$ cat src/rtl/pwm_tick_pkg.sv
package pwm_tick_pkg;

    typedef enum logic {
        MODE_DIV = 1'b0,
        MODE_EXT = 1'b1
    } tick_mode_e;

    // Channels below the split use prescaler/external input 0, the rest use 1.
    function automatic int group_of(input int ch, input int split);
        return (ch < split) ? 0 : 1;
    endfunction

endpackage

$ cat src/rtl/pwm_tick_prescaler.sv
module pwm_tick_prescaler #(
    parameter int PRE_W = 8
) (
    input  logic             clk,
    input  logic             rst_n,
    input  logic [PRE_W-1:0] div_val,
    output logic             pre_tick
);

    localparam logic [PRE_W-1:0] DEC_ONE = 1;

    logic [PRE_W-1:0] cnt_q;

    assign pre_tick = (cnt_q == '0);

    // The reload value is sampled only at the terminal count.
    always_ff @(posedge clk) begin
        if (!rst_n) begin
            cnt_q <= '0;
        end else if (pre_tick) begin
            cnt_q <= div_val;
        end else begin
            cnt_q <= cnt_q - DEC_ONE;
        end
    end


    gap_after_tick_chk: assert property (@(posedge clk) disable iff (!rst_n)
        (pre_tick && div_val != '0) |=> !pre_tick);


    every_clock_chk: assert property (@(posedge clk) disable iff (!rst_n)
        (pre_tick && div_val == '0) |=> pre_tick);

endmodule

$ cat src/rtl/pwm_tick_chan.sv
module pwm_tick_chan
    import pwm_tick_pkg::*;
#(
    parameter int SEL_W    = 4,
    parameter int DIV_BASE = 1,
    parameter int SHW      = 5,
    parameter int CNT_W    = 16,
    parameter logic [(1<<SEL_W)-1:0] EXT_MASK = '0
) (
    input  logic             clk,
    input  logic             rst_n,
    input  logic             pre_tick,
    input  logic             ext_in,
    input  logic [SEL_W-1:0] sel,
    output logic             tick
);

    localparam logic [CNT_W-1:0] CNT_ONE  = 1;
    localparam logic [CNT_W-1:0] ALL_ONES = '1;
    localparam logic [SHW-1:0]   SH_BASE  = SHW'(DIV_BASE);

    tick_mode_e       mode_q, mode_d;
    logic [SHW-1:0]   shift_q, shift_d;
    logic [CNT_W-1:0] cnt_q, cnt_d, lim;
    logic             sel_ext, at_end, tick_d, tick_q;

    assign sel_ext = EXT_MASK[sel];
    assign lim     = ~(ALL_ONES << shift_q);
    assign at_end  = pre_tick && (cnt_q == lim);

    always_comb begin
        mode_d  = mode_q;
        shift_d = shift_q;
        cnt_d   = cnt_q;
        tick_d  = 1'b0;
        unique case (mode_q)
            MODE_DIV: begin
                if (at_end) begin
                    tick_d = 1'b1;
                    cnt_d  = '0;
                    mode_d = sel_ext ? MODE_EXT : MODE_DIV;
                    if (!sel_ext) shift_d = SHW'(sel) + SH_BASE;
                end else if (pre_tick) begin
                    cnt_d = cnt_q + CNT_ONE;
                end
            end
            MODE_EXT: begin
                tick_d = ext_in;
                if (pre_tick) begin
                    cnt_d  = '0;
                    mode_d = sel_ext ? MODE_EXT : MODE_DIV;
                    if (!sel_ext) shift_d = SHW'(sel) + SH_BASE;
                end
            end
            default: ;
        endcase
    end

    // State register
    always_ff @(posedge clk) begin
        if (!rst_n) begin
            mode_q  <= MODE_DIV;
            shift_q <= SH_BASE;
            cnt_q   <= '0;
        end else begin
            mode_q  <= mode_d;
            shift_q <= shift_d;
            cnt_q   <= cnt_d;
        end
    end

    // Output register
    always_ff @(posedge clk) begin
        if (!rst_n) tick_q <= 1'b0;
        else        tick_q <= tick_d;
    end

    assign tick = tick_q;


    single_strobe_chk: assert property (@(posedge clk) disable iff (!rst_n)
        (tick_q && mode_q == MODE_DIV && shift_q != '0) |=> !tick_q);


    cnt_range_chk: assert property (@(posedge clk) disable iff (!rst_n)
        (mode_q == MODE_DIV) |-> (cnt_q <= lim));

endmodule

$ cat src/rtl/pwm_tick_gen.sv
module pwm_tick_gen
    import pwm_tick_pkg::*;
#(
    parameter int N_CH      = 5,
    parameter int PRE_W     = 8,
    parameter int SEL_W     = 4,
    parameter int GRP_SPLIT = 2,
    parameter int DIV_BASE  = 1,
    parameter logic [(1<<SEL_W)-1:0] EXT_MASK = 16'h0010
) (
    input  logic                  clk,
    input  logic                  rst_n,
    input  logic [2*PRE_W-1:0]    cfg_pre,
    input  logic [N_CH*SEL_W-1:0] cfg_sel,
    input  logic [1:0]            ext_tick,
    output logic [N_CH-1:0]       tick
);

    localparam int N_GRP = 2;
    localparam int SHW   = $clog2((1 << SEL_W) + DIV_BASE);
    localparam int CNT_W = (1 << SEL_W) - 1 + DIV_BASE;

    logic [N_GRP-1:0] pre_tick;

    for (genvar g = 0; g < N_GRP; g++) begin : g_pre
        pwm_tick_prescaler #(.PRE_W(PRE_W)) u_pre (
            .clk      (clk),
            .rst_n    (rst_n),
            .div_val  (cfg_pre[g*PRE_W +: PRE_W]),
            .pre_tick (pre_tick[g])
        );
    end

    for (genvar c = 0; c < N_CH; c++) begin : g_ch
        localparam int G = group_of(c, GRP_SPLIT);

        pwm_tick_chan #(
            .SEL_W    (SEL_W),
            .DIV_BASE (DIV_BASE),
            .SHW      (SHW),
            .CNT_W    (CNT_W),
            .EXT_MASK (EXT_MASK)
        ) u_ch (
            .clk      (clk),
            .rst_n    (rst_n),
            .pre_tick (pre_tick[G]),
            .ext_in   (ext_tick[G]),
            .sel      (cfg_sel[c*SEL_W +: SEL_W]),
            .tick     (tick[c])
        );

        // a strobe needs a cause in its own group one clock earlier
        tick_source_chk: assert property (@(posedge clk) disable iff (!rst_n)
            tick[c] |-> $past(pre_tick[G] | ext_tick[G]));
    end

endmodule

$ cat config.mk
export PLATFORM = sky130hd
export DESIGN_NAME = pwm_tick_gen
export DESIGN_NICKNAME = d
export VERILOG_FILES = /design/src/rtl/pwm_tick_pkg.sv /design/src/rtl/pwm_tick_prescaler.sv /design/src/rtl/pwm_tick_chan.sv /design/src/rtl/pwm_tick_gen.sv
export SDC_FILE = /design/constraint.sdc
export NUM_CORES = 1
export LEC_CHECK = 0
export BUFFER_PORTS_ARGS = -buffer_cell sky130_fd_sc_hd__buf_2
export CAP_MARGIN = 20
export CORE_ASPECT_RATIO = 0.6
export CORE_MARGIN = 2
export CORE_UTILIZATION = 69
export CTS_BUF_LIST = sky130_fd_sc_hd__clkbuf_2
export CTS_CLUSTER_DIAMETER = 200
export DETAILED_ROUTE_END_ITERATION = 12
export PLACE_DENSITY = 0.95
export SLEW_MARGIN = 20
export SYNTH_ARGS = -nofsm -noshare
export SYNTH_HDL_FRONTEND = slang
export SYNTH_SLANG_ARGS = --single-unit
$ cat constraint.sdc
create_clock -name clk -period 8.4 [get_ports clk]
set_input_delay 0.84 -clock clk [delete_from_list [all_inputs] [get_ports clk]]
set_output_delay 0.84 -clock clk [all_outputs]
set_load 0.02 [all_outputs]
=== After elaboration in Yosys (flattened, before gate mapping) ===
Memory sizes are Yosys's and may differ from the RTL's.
Index checks and enable logic that the tools add are counted.

* Bits in registers: 131
* Memory bits (read-only): 80
* Input bits: 40
* Output and inout port bits: 5
* Logic and storage cells: 170
* Memories: 5

* Add/sub/neg operators: 12
* Order comparisons: 5
* Eq/ne operators: 20
* Shifts and indexed selects: 5
* Muxes and demuxes: 74
* Bitwise logic cells: 10
* Reductions and logical operators: 17

{| class="wikitable"
|+ Memories
! name !! words !! width !! read ports !! clocked after memory_dff !! write ports !! RTL line !! text
|-
| (name not given) || 16 || 1 || 1 || 0 || 0 || pwm_tick_chan.sv:27 || <nowiki>assign sel_ext = EXT_MASK[sel];</nowiki>
|-
| (name not given) || 16 || 1 || 1 || 0 || 0 || pwm_tick_chan.sv:27 ||
|-
| (name not given) || 16 || 1 || 1 || 0 || 0 || pwm_tick_chan.sv:27 ||
|-
| (name not given) || 16 || 1 || 1 || 0 || 0 || pwm_tick_chan.sv:27 ||
|-
| (name not given) || 16 || 1 || 1 || 0 || 0 || pwm_tick_chan.sv:27 ||
|}

{| class="wikitable"
|+ Operators with widths
! cell !! number
|-
| $mux 16 || 12
|-
| $pmux 16 s2 || 5
|-
| $add 16x1->16 const B || 5
|-
| $eq 16x16->1 || 5
|-
| $not 16->16 || 5
|-
| $shl 16x5->16 const A || 5
|-
| $mux 5 || 15
|-
| $pmux 5 s2 || 5
|-
| $add 4x1->5 const B || 5
|-
| $lt 4x5->1 const B || 5
|-
| $mux 1 || 25
|-
| $pmux 1 s2 || 10
|-
| $reduce_and 2->1 || 10
|-
| $logic_not 8->1 || 2
|-
| $mux 8 || 2
|-
| $sub 8x1->8 const B || 2
|-
| $ne 2x1->1 const B || 7
|-
| $ne 3x2->1 const B || 3
|-
| $ne 2x2->1 const B || 3
|-
| $ne 3x1->1 const B || 2
|-
| $logic_and 1x1->1 || 5
|-
| $not 1->1 || 5
|}

=== Logic depth before layout (Yosys ltp) ===
Gate-level depths: netlist (run 1).

* Depth after elaboration: 6
* Depth in mapped cells: 12
* Depth with buffers taken out: 9

=== Cells and area by module ===
Synthesis (run 1) repeated with hierarchy kept, for this count alone.

* Cell total of the unflattened synthesis: 1044
* Area, all modules: 8644.5 sq um

{| class="wikitable"
|+ Modules (own cells, without submodules)
! module !! instances !! cells an instance !! area an instance (sq um) !! sequential area each (sq um)
|-
| pwm_tick_chan at g_ch[0].u_ch ... || 4 || 189 || 1582.8 || 460.4
|-
| pwm_tick_chan at g_ch[1].u_ch || 1 || 194 || 1472.7 || 460.4
|-
| pwm_tick_prescaler || 2 || 47 || 420.4 || 160.2
|}

=== Worst setup path before layout (run 1) ===
OpenSTA, ideal clock, no wires.

* Path type: reg-to-reg
* Start point: reg g_pre[1].u_pre.cnt_q[0]
* End point: reg g_ch[3].u_ch.shift_q[2]
* Library setup time: 0.087 ns
* Arrival: 2.832 ns
* Data required time: 8.313 ns
* Slack: 5.481 ns
* Cell stages (with the launch flop): 13
* Path buffers: 3
* Period minus slack after synthesis: 2.919 ns
* Path through: dfxtp_1 > inv_1 > ha_1 > or4b_1 > buf_2 > or4_1 > buf_2 > a2111oi_4 > and4_4 > a21oi_4 > or3_1 > buf_2 > o31ai_1

* Cells in the longest elaborated chain, start to end: 4
* Elaborated cells between the ends (all ways): 5
* Classes of those cells: eq/ne: 2; reduce/logical: 3

{| class="wikitable"
|+ RTL lines
! what !! RTL line !! text
|-
| start, declared || pwm_tick_prescaler.sv:12 || <nowiki>logic [PRE_W-1:0] cnt_q;</nowiki>
|-
| start signal, assigned || pwm_tick_prescaler.sv:21 || <nowiki>cnt_q <= div_val;</nowiki>
|-
| start signal, assigned || pwm_tick_prescaler.sv:23 || <nowiki>cnt_q <= cnt_q - DEC_ONE;</nowiki>
|-
| $logic_not 8->1 * || pwm_tick_prescaler.sv:14 || <nowiki>assign pre_tick = (cnt_q == '0);</nowiki>
|-
| $logic_and 1x1->1 || pwm_tick_chan.sv:29 || <nowiki>assign at_end = pre_tick && (cnt_q == lim);</nowiki>
|-
| $ne 2x1->1 (no source line) || n/a ||
|-
| $reduce_and 2->1 (no source line) * || n/a ||
|-
| end signal, assigned || pwm_tick_chan.sv:67 || <nowiki>shift_q <= shift_d;</nowiki>
|-
| end, declared || pwm_tick_chan.sv:23 || <nowiki>logic [SHW-1:0] shift_q, shift_d;</nowiki>
|}

Mark *: on every way between the ends. The rest lies on a longest branch, timed or not.
A chain may end at the register's enable or synchronous reset.

=== Worst setup path in the final report (run 1) ===
* Start point: reg g_pre[1].u_pre.cnt_q[0]
* End point: reg g_ch[3].u_ch.cnt_q[4]

* Cells in the longest elaborated chain, start to end: 4
* Elaborated cells between the ends (all ways): 7
* Classes of those cells: eq/ne: 2; mux: 2; reduce/logical: 3

{| class="wikitable"
|+ RTL lines
! what !! RTL line !! text
|-
| $logic_not 8->1 * || pwm_tick_prescaler.sv:14 ||
|-
| $logic_and 1x1->1 || pwm_tick_chan.sv:29 ||
|-
| $mux 16 or $ne 3x2->1 (tied branches) || n/a ||
|-
| $pmux 16 s2 or $reduce_and 2->1 (tied branches) || n/a ||
|-
| end signal, assigned || pwm_tick_chan.sv:68 || <nowiki>cnt_q <= cnt_d;</nowiki>
|-
| end, declared || pwm_tick_chan.sv:24 || <nowiki>logic [CNT_W-1:0] cnt_q, cnt_d, lim;</nowiki>
|}

Marks and branches as above.

==> metrics.txt, run 1 <==
synthesized area=8150 sq um; first-pass GRT wire length=32600 um; ys flop type=dfxtp_1; detailed-route via count=7804; Slew HR=39.3%; Area contributors post-synth=dfxtp_1, xor2_1, nor2_1; actual slew at the worst max-slew pin=roughly 0.90 ns; Core ar.=11400 sq um; WL final=19700 um; CP required=9.04 ns; post-layout util=75.0%; DRC Markers=0; Arr. time, crit path=4.08 ns; CTS tree=done; count of final hold-check violations=0; CP Class=flip-flop to flip-flop; Setup crit end kind=flip-flop; grt total ovfl=0; Post CTS Setup Buffer Count=0; top cell type's share of synthesized area=32.2%; Clock Latency Late Sink=0.73 ns; Mapped Cells=1059; pre-CTS WS=5.07 ns; Site Rows=30; reg2reg start=g_pre[1].u_pre.cnt_q[0]; Synth-to-Final Area Change=4.96%; worst hold stages=2; end of the critical path=g_ch[3].u_ch.cnt_q[4]; final setup TNS=0 ns; remaining antenna violation count=0; DR vias/cell=6.41; Pins Over Slew Limit=0; RePlAce Congestion=0.903; Synth async-reset ratio=0%; TritonCTS buffer count=17; largest vdd supply drop=165 uV; most area-hungry cell type in the Yosys netlist=dfxtp_1; status=finished clean; layout cells sized above 1=9.93%; fmax=291 MHz; Ant. Diodes=0; die width=about 140 um; die area=between 10000 and 15000 sq um; initial antenna violation count=0; Distinct cells, synth=between 70 and 80; Worst Setup Start Kind=flip-flop; Synthesized Nets=1116; Num Clock Sinks=131; worst reg2reg endpoint=g_ch[3].u_ch.cnt_q[4]; Crit Path Max Fanout=45; IO buf count=44; GRT Util Overall=31.9%; DR WL/cell=between 15 and 20 um; HPWL Detailed=13400 um; cts repair resizes=0; clock skew=0.0216 ns; Max clock buf depth=2; crit share post-route=40.9%; max cap viols=0; Synth warnings=0; R2R setup slack=4.97 ns; number of synthesized register bits=131; number of synthesized flops with an enable pin=0; RSZ-0062 raised after global routing=no; die height=between 80 and 90 um; hold_buf cts=0; H-tree Lvls=4; vias in the first global route=around 6600; setup ws final=around 5.0 ns; R2R depth=9; I/O Pins=between 40 and 50; setup violators final=0; min Tclk post-route=between 3 and 4 ns; clock slew at reported path FFs=0.19 ns; Initial Util=between 70% and 80%; Critical Path Start=g_pre[1].u_pre.cnt_q[0]; clk root buf=clkbuf_2; DR iter-0 viols=1089; pin count of the biggest net entering global routing=57; fin nets=1101; Hold Crit Class=input port to flip-flop; power consumption=1780 uW; register area share after synthesis=32.2%; Mean Syn Cell Area=7.70 sq um; Pleak=0.00315 uW; Pwr Density=208 nW/um^2; DR pass1 iterations=6
## sequential cells by signal (all words and copies together) (netlist names)
register and cells:
g_pre.u_pre.cnt_q 16, g_ch.u_ch.tick 5, g_ch.u_ch.shift_q 25, g_ch.u_ch.cnt_q 80, g_ch.u_ch.mode_q 5
## layer usage
metal | global-route usage [%] | routed length (um) | up-vias
li1 | - | - | 3779
met1 | 48.6 | 9360 | 3572
met2 | 45.7 | 8230 | 415
met3 | 6.51 | 1810 | 38
met4 | 8.38 | 255 | 0
met5 | 0 | 0 | -
## area by class of cell
cell class              instances  area, sq um
clock buffers                  18         90.1
clock inverters                14          185
fillers                       887         2850
inverters                      30          113
multi-input cells             813         5070
flip-flops and latches        131         2620
well taps                     160          200
repair buffers                 51          273
## worst max-delay path: stages (launching register included)
cell	delay, ns
dfxtp_1	0.37
inv_1	0.06
ha_1	0.20
or4b_1	0.59
or4_1	0.47
buf_4	0.30
a211o_1	0.32
nor4_1	0.69
a21oi_1	0.10
a31o_2	0.25
## worst min path at each step
| stage | from | endpoint | slack (ns) |
|---|---|---|---|
| 2_1_floorplan | g_pre[0].u_pre.cnt_q[0] | g_pre[0].u_pre.cnt_q[0] | 0.43 |
| 3_3_place_gp | g_pre[1].u_pre.cnt_q[0] | g_pre[1].u_pre.cnt_q[0] | 0.46 |
| 3_5_place_dp | g_pre[1].u_pre.cnt_q[0] | g_pre[1].u_pre.cnt_q[0] | 0.46 |
| 4_1_cts | cfg_sel[8] | g_ch[2].u_ch.shift_q[0] | 0.31 |
| 5_1_grt | cfg_sel[8] | g_ch[2].u_ch.shift_q[0] | 0.30 |
| 6_report | cfg_sel[8] | g_ch[2].u_ch.shift_q[0] | 0.33 |
## cells by family (layout without fill, tap and decap cells)
group           after synthesis  in the layout  share of synthesized area (%)
xor+xnor                     98             98                           10.5
fa+ha+maj                    18             18                           2.73
compound gates              233            233                           19.3
mux                           7              7                          0.859
simple gates                457            457                           28.8
buf+inv                     115            113                           5.60
flops                       131            131                           32.2
## synthesized netlist by cell type, types with 28 or more instances
| library cell | instances |
|---|---|
| inv_1 | 29 |
| clkbuf_1 | 72 |
| nor3_1 | 30 |
| nand2_1 | 80 |
| nand4_1 | 28 |
| nor2_1 | 116 |
| xnor2_1 | 47 |
| xor2_1 | 51 |
| a21oi_1 | 56 |
| dfxtp_1 | 131 |
| o21ai_0 | 50 |
| nand3_1 | 64 |
## layout by cell type, fill, tap and decap left out, types with 20 or more instances in the layout
| cell | n |
|---|---|
| a21oi_1 | 56 |
| dfxtp_1 | 131 |
| nor3_1 | 30 |
| and3_1 | 20 |
| nor2_1 | 116 |
| o21ai_0 | 50 |
| nand4_1 | 28 |
| xor2_1 | 51 |
| buf_2 | 44 |
| inv_1 | 29 |
| nand2_1 | 80 |
| xnor2_1 | 47 |
| nand3_1 | 64 |
## per-stage QoR
stage | hold slack (ns) | cell area [sq um] | std cells
after floorplan | 0.427 | 8150 | 1059
after global placement | 0.458 | 8280 | 1185
after detailed placement | 0.464 | 8280 | 1185
after CTS | 0.314 | 8560 | 1217
after global routing | 0.303 | 8560 | 1217
final | 0.332 | 8560 | 1217
## power breakdown
group	internal [uW]	switching [uW]	total (uW)	leakage, uW
Combinational	220	342	561	0.00192
Clock	196	250	445	0.000163
Sequential	680	91.4	772	0.00106
(Power assumes the default switching activity.)
==> run 2: changes to the inputs <==
--- a/config.mk
+++ b/config.mk
@@ -9,11 +9,11 @@
 export CAP_MARGIN = 20
 export CORE_ASPECT_RATIO = 0.6
 export CORE_MARGIN = 2
-export CORE_UTILIZATION = 69
+export CORE_UTILIZATION = 64
 export CTS_BUF_LIST = sky130_fd_sc_hd__clkbuf_2
 export CTS_CLUSTER_DIAMETER = 200
 export DETAILED_ROUTE_END_ITERATION = 12
-export PLACE_DENSITY = 0.95
+export PLACE_DENSITY = 0.9
 export SLEW_MARGIN = 20
 export SYNTH_ARGS = -nofsm -noshare
 export SYNTH_HDL_FRONTEND = slang
==> constraint.sdc (replaced) <==
create_clock -name clk -period 3.5 [get_ports clk]
set_input_delay 0.35 -clock clk [delete_from_list [all_inputs] [get_ports clk]]
set_output_delay 0.35 -clock clk [all_outputs]
set_load 0.02 [all_outputs]
==> metrics.txt, run 2 (synthesized netlist as in run 1, its figures left out) <==
clock slew at reported path FFs=0.20 ns; Site Rows=31; sw frac=39.3%; Ant. Diodes=0; Largest Register=g_ch.u_ch.cnt_q; TritonCTS buffer count=17; status=finished clean; Core ar.=12300 sq um; count of final hold-check violations=0; Max clock buf depth=2; power consumption=about 4200 uW; actual slew at the worst max-slew pin=0.673 ns; Pwr Density=469 nW/um^2; GRT Util Overall=between 20% and 30%; pin count of the biggest net entering global routing=56; Post CTS Setup Buffer Count=0; Crit Path Max Fanout=10; clock skew=between 0.03 and 0.04 ns; Slew HR=a little over half; crit share post-route=between 90% and 100%; Int Pwr=2540 uW; HPWL Detailed=13900 um; H-tree Lvls=4; Largest regs=g_ch.u_ch.cnt_q x80, g_ch.u_ch.shift_q x25, g_pre.u_pre.cnt_q x16; CTS tree=done; Arr. time, crit path=3.82 ns; fmax=309 MHz; Comb power frac=34.4%; layout cells sized above 1=between 10% and 20%; first-pass GRT wire length=approximately 33000 um; Worst Setup Start Kind=flip-flop; commonest non-fill, non-tap cell in the layout=dfxtp_1; max cap viols=0; Pleak=approximately 0.0033 uW; DR WL/cell=around 16 um; commonest non-fill, non-tap cells in the layout=dfxtp_1, nor2_1, nand2_1; Reg power frac=44.0%; Sw Pwr=roughly 1600 uW; RePlAce Congestion=around 0.94; Setup crit end kind=flip-flop; remaining antenna violation count=0; DR vias/cell=6.27; die area=13700 sq um; Largest register FFs=80; Initial Util=between 60% and 70%; vias in the first global route=6864; Multi-input gate area=around 5100 sq um; setup violators final=0; Sequential Area=2620 sq um; min Tclk post-route=3.23 ns; RSZ-0062 raised after global routing=no; I/O Pins=45; detailed-route via count=7939; fin nets=1145; die height=91.4 um; initial antenna violation count=0; CP required=4.09 ns; DR iter-0 viols=948; final setup TNS=0 ns; largest vdd supply drop=366 uV; DR pass1 iterations=5; Clk pwr share=a little over a fifth; Hold Crit Class=input port to flip-flop; grt total ovfl=0; post-layout util=72.9%; final-layout fill cell count=~920; DRC Markers=0; IO buf count=44; Synth-to-Final Area Change=9.59%; Clock Latency Late Sink=0.68 ns; Num Clock Sinks=131; CP Class=flip-flop to flip-flop; die width=150 um; WL final=20300 um; clk root buf=clkbuf_2; Pins Over Slew Limit=0
run 2: stage by stage:
stage                     instance area (sq um)  hold WS (ns)  setup slack [ns]  cells
after floorplan                            8150         0.427             0.581   1059
after global placement                     8410         0.455             0.421   1206
after detailed placement                   8410         0.461             0.278   1206
after CTS                                  8900       0.00899             0.229   1264
after global routing                       8930       0.00806            0.0342   1266
final                                      8930        0.0441             0.267   1266
run 2: path summary, 6_finish.rpt:
path / cells past startpoint / from / slack, ns / endpoint
worst max-delay path: 10 / g_pre[1].u_pre.cnt_q[0] / 0.27 / g_ch[2].u_ch.cnt_q[7]
worst min-delay path: 5 / cfg_pre[6] / 0.04 / g_pre[0].u_pre.cnt_q[6]
worst max register to register: 10 / g_pre[1].u_pre.cnt_q[0] / 0.27 / g_ch[2].u_ch.cnt_q[7]
worst min register to register: 1 / g_pre[1].u_pre.cnt_q[0] / 0.48 / g_pre[1].u_pre.cnt_q[0]
run 2: critical path, stage by stage (launching register included):
cell,delay [ns]
dfxtp_1,0.36
inv_1,0.06
ha_1,0.20
or4b_1,0.58
or4_1,0.47
buf_4,0.20
nor4_1,0.31
and3_1,0.27
a31oi_1,0.26
o21ai_4,0.35
nor2_1,0.09
run 2: power groups by stage:
stage               Sequential [uW]  Combinational (uW)  Clock [uW]
detailed placement             1860                1360           0
global placement               1850                1320           0
global route                   1870                1590         984
CTS                            1830                1390         919
finish                         1840                1440         910
floorplan                      1760                1120           0
run 2: cell type report:
class                           instances  share of cell area [%]
Clock buffer                           18                    1.01
Clock inverter                         14                    1.57
Inverter                               30                    1.26
Multi-Input combinational cell        813                    57.0
Sequential cell                       131                    29.4
Tap cell                              165                    2.31
Timing Repair Buffer                   95                    7.53
run 2: layer usage:
metal	global-route usage, %	share of wire (%)
met1	45.6	48
met2	41.4	42
met3	6.73	9.6
met4	7.63	1.0
met5	0	0
run 2: repair_timing:
action	CTS	global route
endpoints found under the setup margin	0	13
hold buffers	26	2
hold endpoints to repair	28	2
resized for setup	0	3
==> run 3: changes to the inputs <==
--- a/config.mk
+++ b/config.mk
@@ -14,7 +14,7 @@
 export CTS_CLUSTER_DIAMETER = 200
 export DETAILED_ROUTE_END_ITERATION = 12
 export PLACE_DENSITY = 0.9
-export SLEW_MARGIN = 20
+export SLEW_MARGIN = 25
 export SYNTH_ARGS = -nofsm -noshare
 export SYNTH_HDL_FRONTEND = slang
 export SYNTH_SLANG_ARGS = --single-unit
==> constraint.sdc (replaced) <==
create_clock -name clk -period 3.5 [get_ports clk]
set_input_delay 0.7 -clock clk [delete_from_list [all_inputs] [get_ports clk]]
set_output_delay 0.7 -clock clk [all_outputs]
set_load 0.02 [all_outputs]
==> metrics.txt, run 3 (synthesized netlist as in run 1, its figures left out) <==
Max clock buf depth=2; Int Pwr=2590 uW; first-pass GRT wire length=~33000 um; DRC Markers=0; final setup TNS=0 ns; Largest Register=g_ch.u_ch.cnt_q; DR WL/cell=16.1 um; Ant. Diodes=0; CP required=4.09 ns; sw frac=38.6%; fmax=309 MHz; Pins Over Slew Limit=0; grt total ovfl=0; I/O Pins=45; hold_buf cts=0; clock slew at reported path FFs=0.20 ns; DR pass1 iterations=7; die height=roughly 90 um; DR vias/cell=between 6 and 7; initial antenna violation count=0; commonest non-fill, non-tap cells in the layout=dfxtp_1, nor2_1, nand2_1; GRT Util Overall=29.5%; commonest non-fill, non-tap cell in the layout=dfxtp_1; Worst Setup Start Kind=flip-flop; HPWL Detailed=14200 um; remaining antenna violation count=0; RSZ-0062 raised after global routing=no; CP Class=flip-flop to flip-flop; IO buf count=44; layout cells sized above 1=around 11%; Synth-to-Final Area Change=6.11%; Final Cell Area=8650 sq um; DR iter-0 viols=926; max cap viols=0; Hold Crit Class=input port to flip-flop; count of final hold-check violations=0; Sw Pwr=1630 uW; Reg power frac=43.7%; Arr. time, crit path=3.82 ns; DP Area=8400 sq um; Post CTS Setup Buffer Count=0; CTS tree=done; H-tree Lvls=4; Largest register FFs=80; Initial Util=66.5%; setup violators final=0; Pleak=0.00321 uW; pin count of the biggest net entering global routing=56; Largest regs=g_ch.u_ch.cnt_q x80, g_ch.u_ch.shift_q x25, g_pre.u_pre.cnt_q x16; min Tclk post-route=around 3.2 ns; crit share post-route=92.5%; Slew HR=57.9%; Pwr Density=488 nW/um^2; RePlAce Congestion=0.976; clock skew=approximately 0.030 ns; Setup crit end kind=flip-flop; vias in the first global route=slightly below 7000; Crit Path Max Fanout=32; Num Clock Sinks=~130; pre-CTS WS=around 0.3 ns; die area=13700 sq um; cts repair resizes=0; clk root buf=clkbuf_2; detailed-route via count=roughly 7800; Site Rows=31; Comb power frac=32.9%; WL final=roughly 20000 um; actual slew at the worst max-slew pin=0.623 ns; TritonCTS buffer count=17; status=finished clean; largest vdd supply drop=429 uV; fin nets=1116; Core ar.=12300 sq um; die width=150 um; Clk pwr share=23.4%; Clock Latency Late Sink=0.69 ns; setup ws final=0.264 ns
==> run 3: worst paths after layout <==
| path | endpoint | slack [ns] | startpoint | cells past startpoint |
|---|---|---|---|---|
| worst min-delay path | g_ch[2].u_ch.shift_q[0] | 0.24 | cfg_sel[8] | 2 |
| worst max-delay path | g_ch[2].u_ch.cnt_q[8] | 0.26 | g_pre[1].u_pre.cnt_q[0] | 10 |
| worst min register to register | g_ch[0].u_ch.tick | 0.50 | g_ch[0].u_ch.mode_q | 2 |
| worst max register to register | g_ch[2].u_ch.cnt_q[8] | 0.26 | g_pre[1].u_pre.cnt_q[0] | 10 |
==> run 3: per-layer routing <==
layer / track usage, % / vias to the layer above / part of all wire [%]
met5: 0 / - / 0
met4: 5.97 / 0 / 0.98
met3: 6.18 / 26 / 9.4
met2: 40.5 / 381 / 40
met1: 46.7 / 3572 / 50
li1: - / 3820 / -
==> run 3: power by group through the flow <==
stage	logic, uW	clock network (uW)	registers, uW
detailed placement	1360	0	1860
floorplan	1120	0	1760
CTS	1370	990	1830
global placement	1320	0	1850
global route	1540	1060	1870
finish	1390	990	1840
==> run 3: stage by stage <==
step / hold slack (ns) / power [uW] / util, % / std cells
after global placement: 0.455 / 3170 / 68.5 / 1205
after global routing: 0.202 / 4470 / 70.6 / 1237
final: 0.236 / 4220 / 70.6 / 1237
after floorplan: 0.427 / 2880 / - / 1059
after CTS: 0.220 / 4190 / 70.6 / 1237
after detailed placement: 0.468 / 3220 / 68.5 / 1205
==> run 3: cell type report <==
cell class	count	area [sq um]
Tap cell	165	206
Inverter	30	113
Timing Repair Buffer	66	385
Multi-Input combinational cell	813	5070
Clock buffer	17	85.1
Fill cell	991	3610
Sequential cell	131	2620
Clock inverter	15	165
==> run 3: critical path, cell delays in order (launching register included) <==
cell     delay, ns
dfxtp_1       0.38
inv_1         0.06
ha_1          0.20
or4b_1        0.48
or4_1         0.43
buf_4         0.26
nor4_1        0.28
and3_1        0.27
a31oi_1       0.24
o21ai_2       0.43
nor2_1        0.09
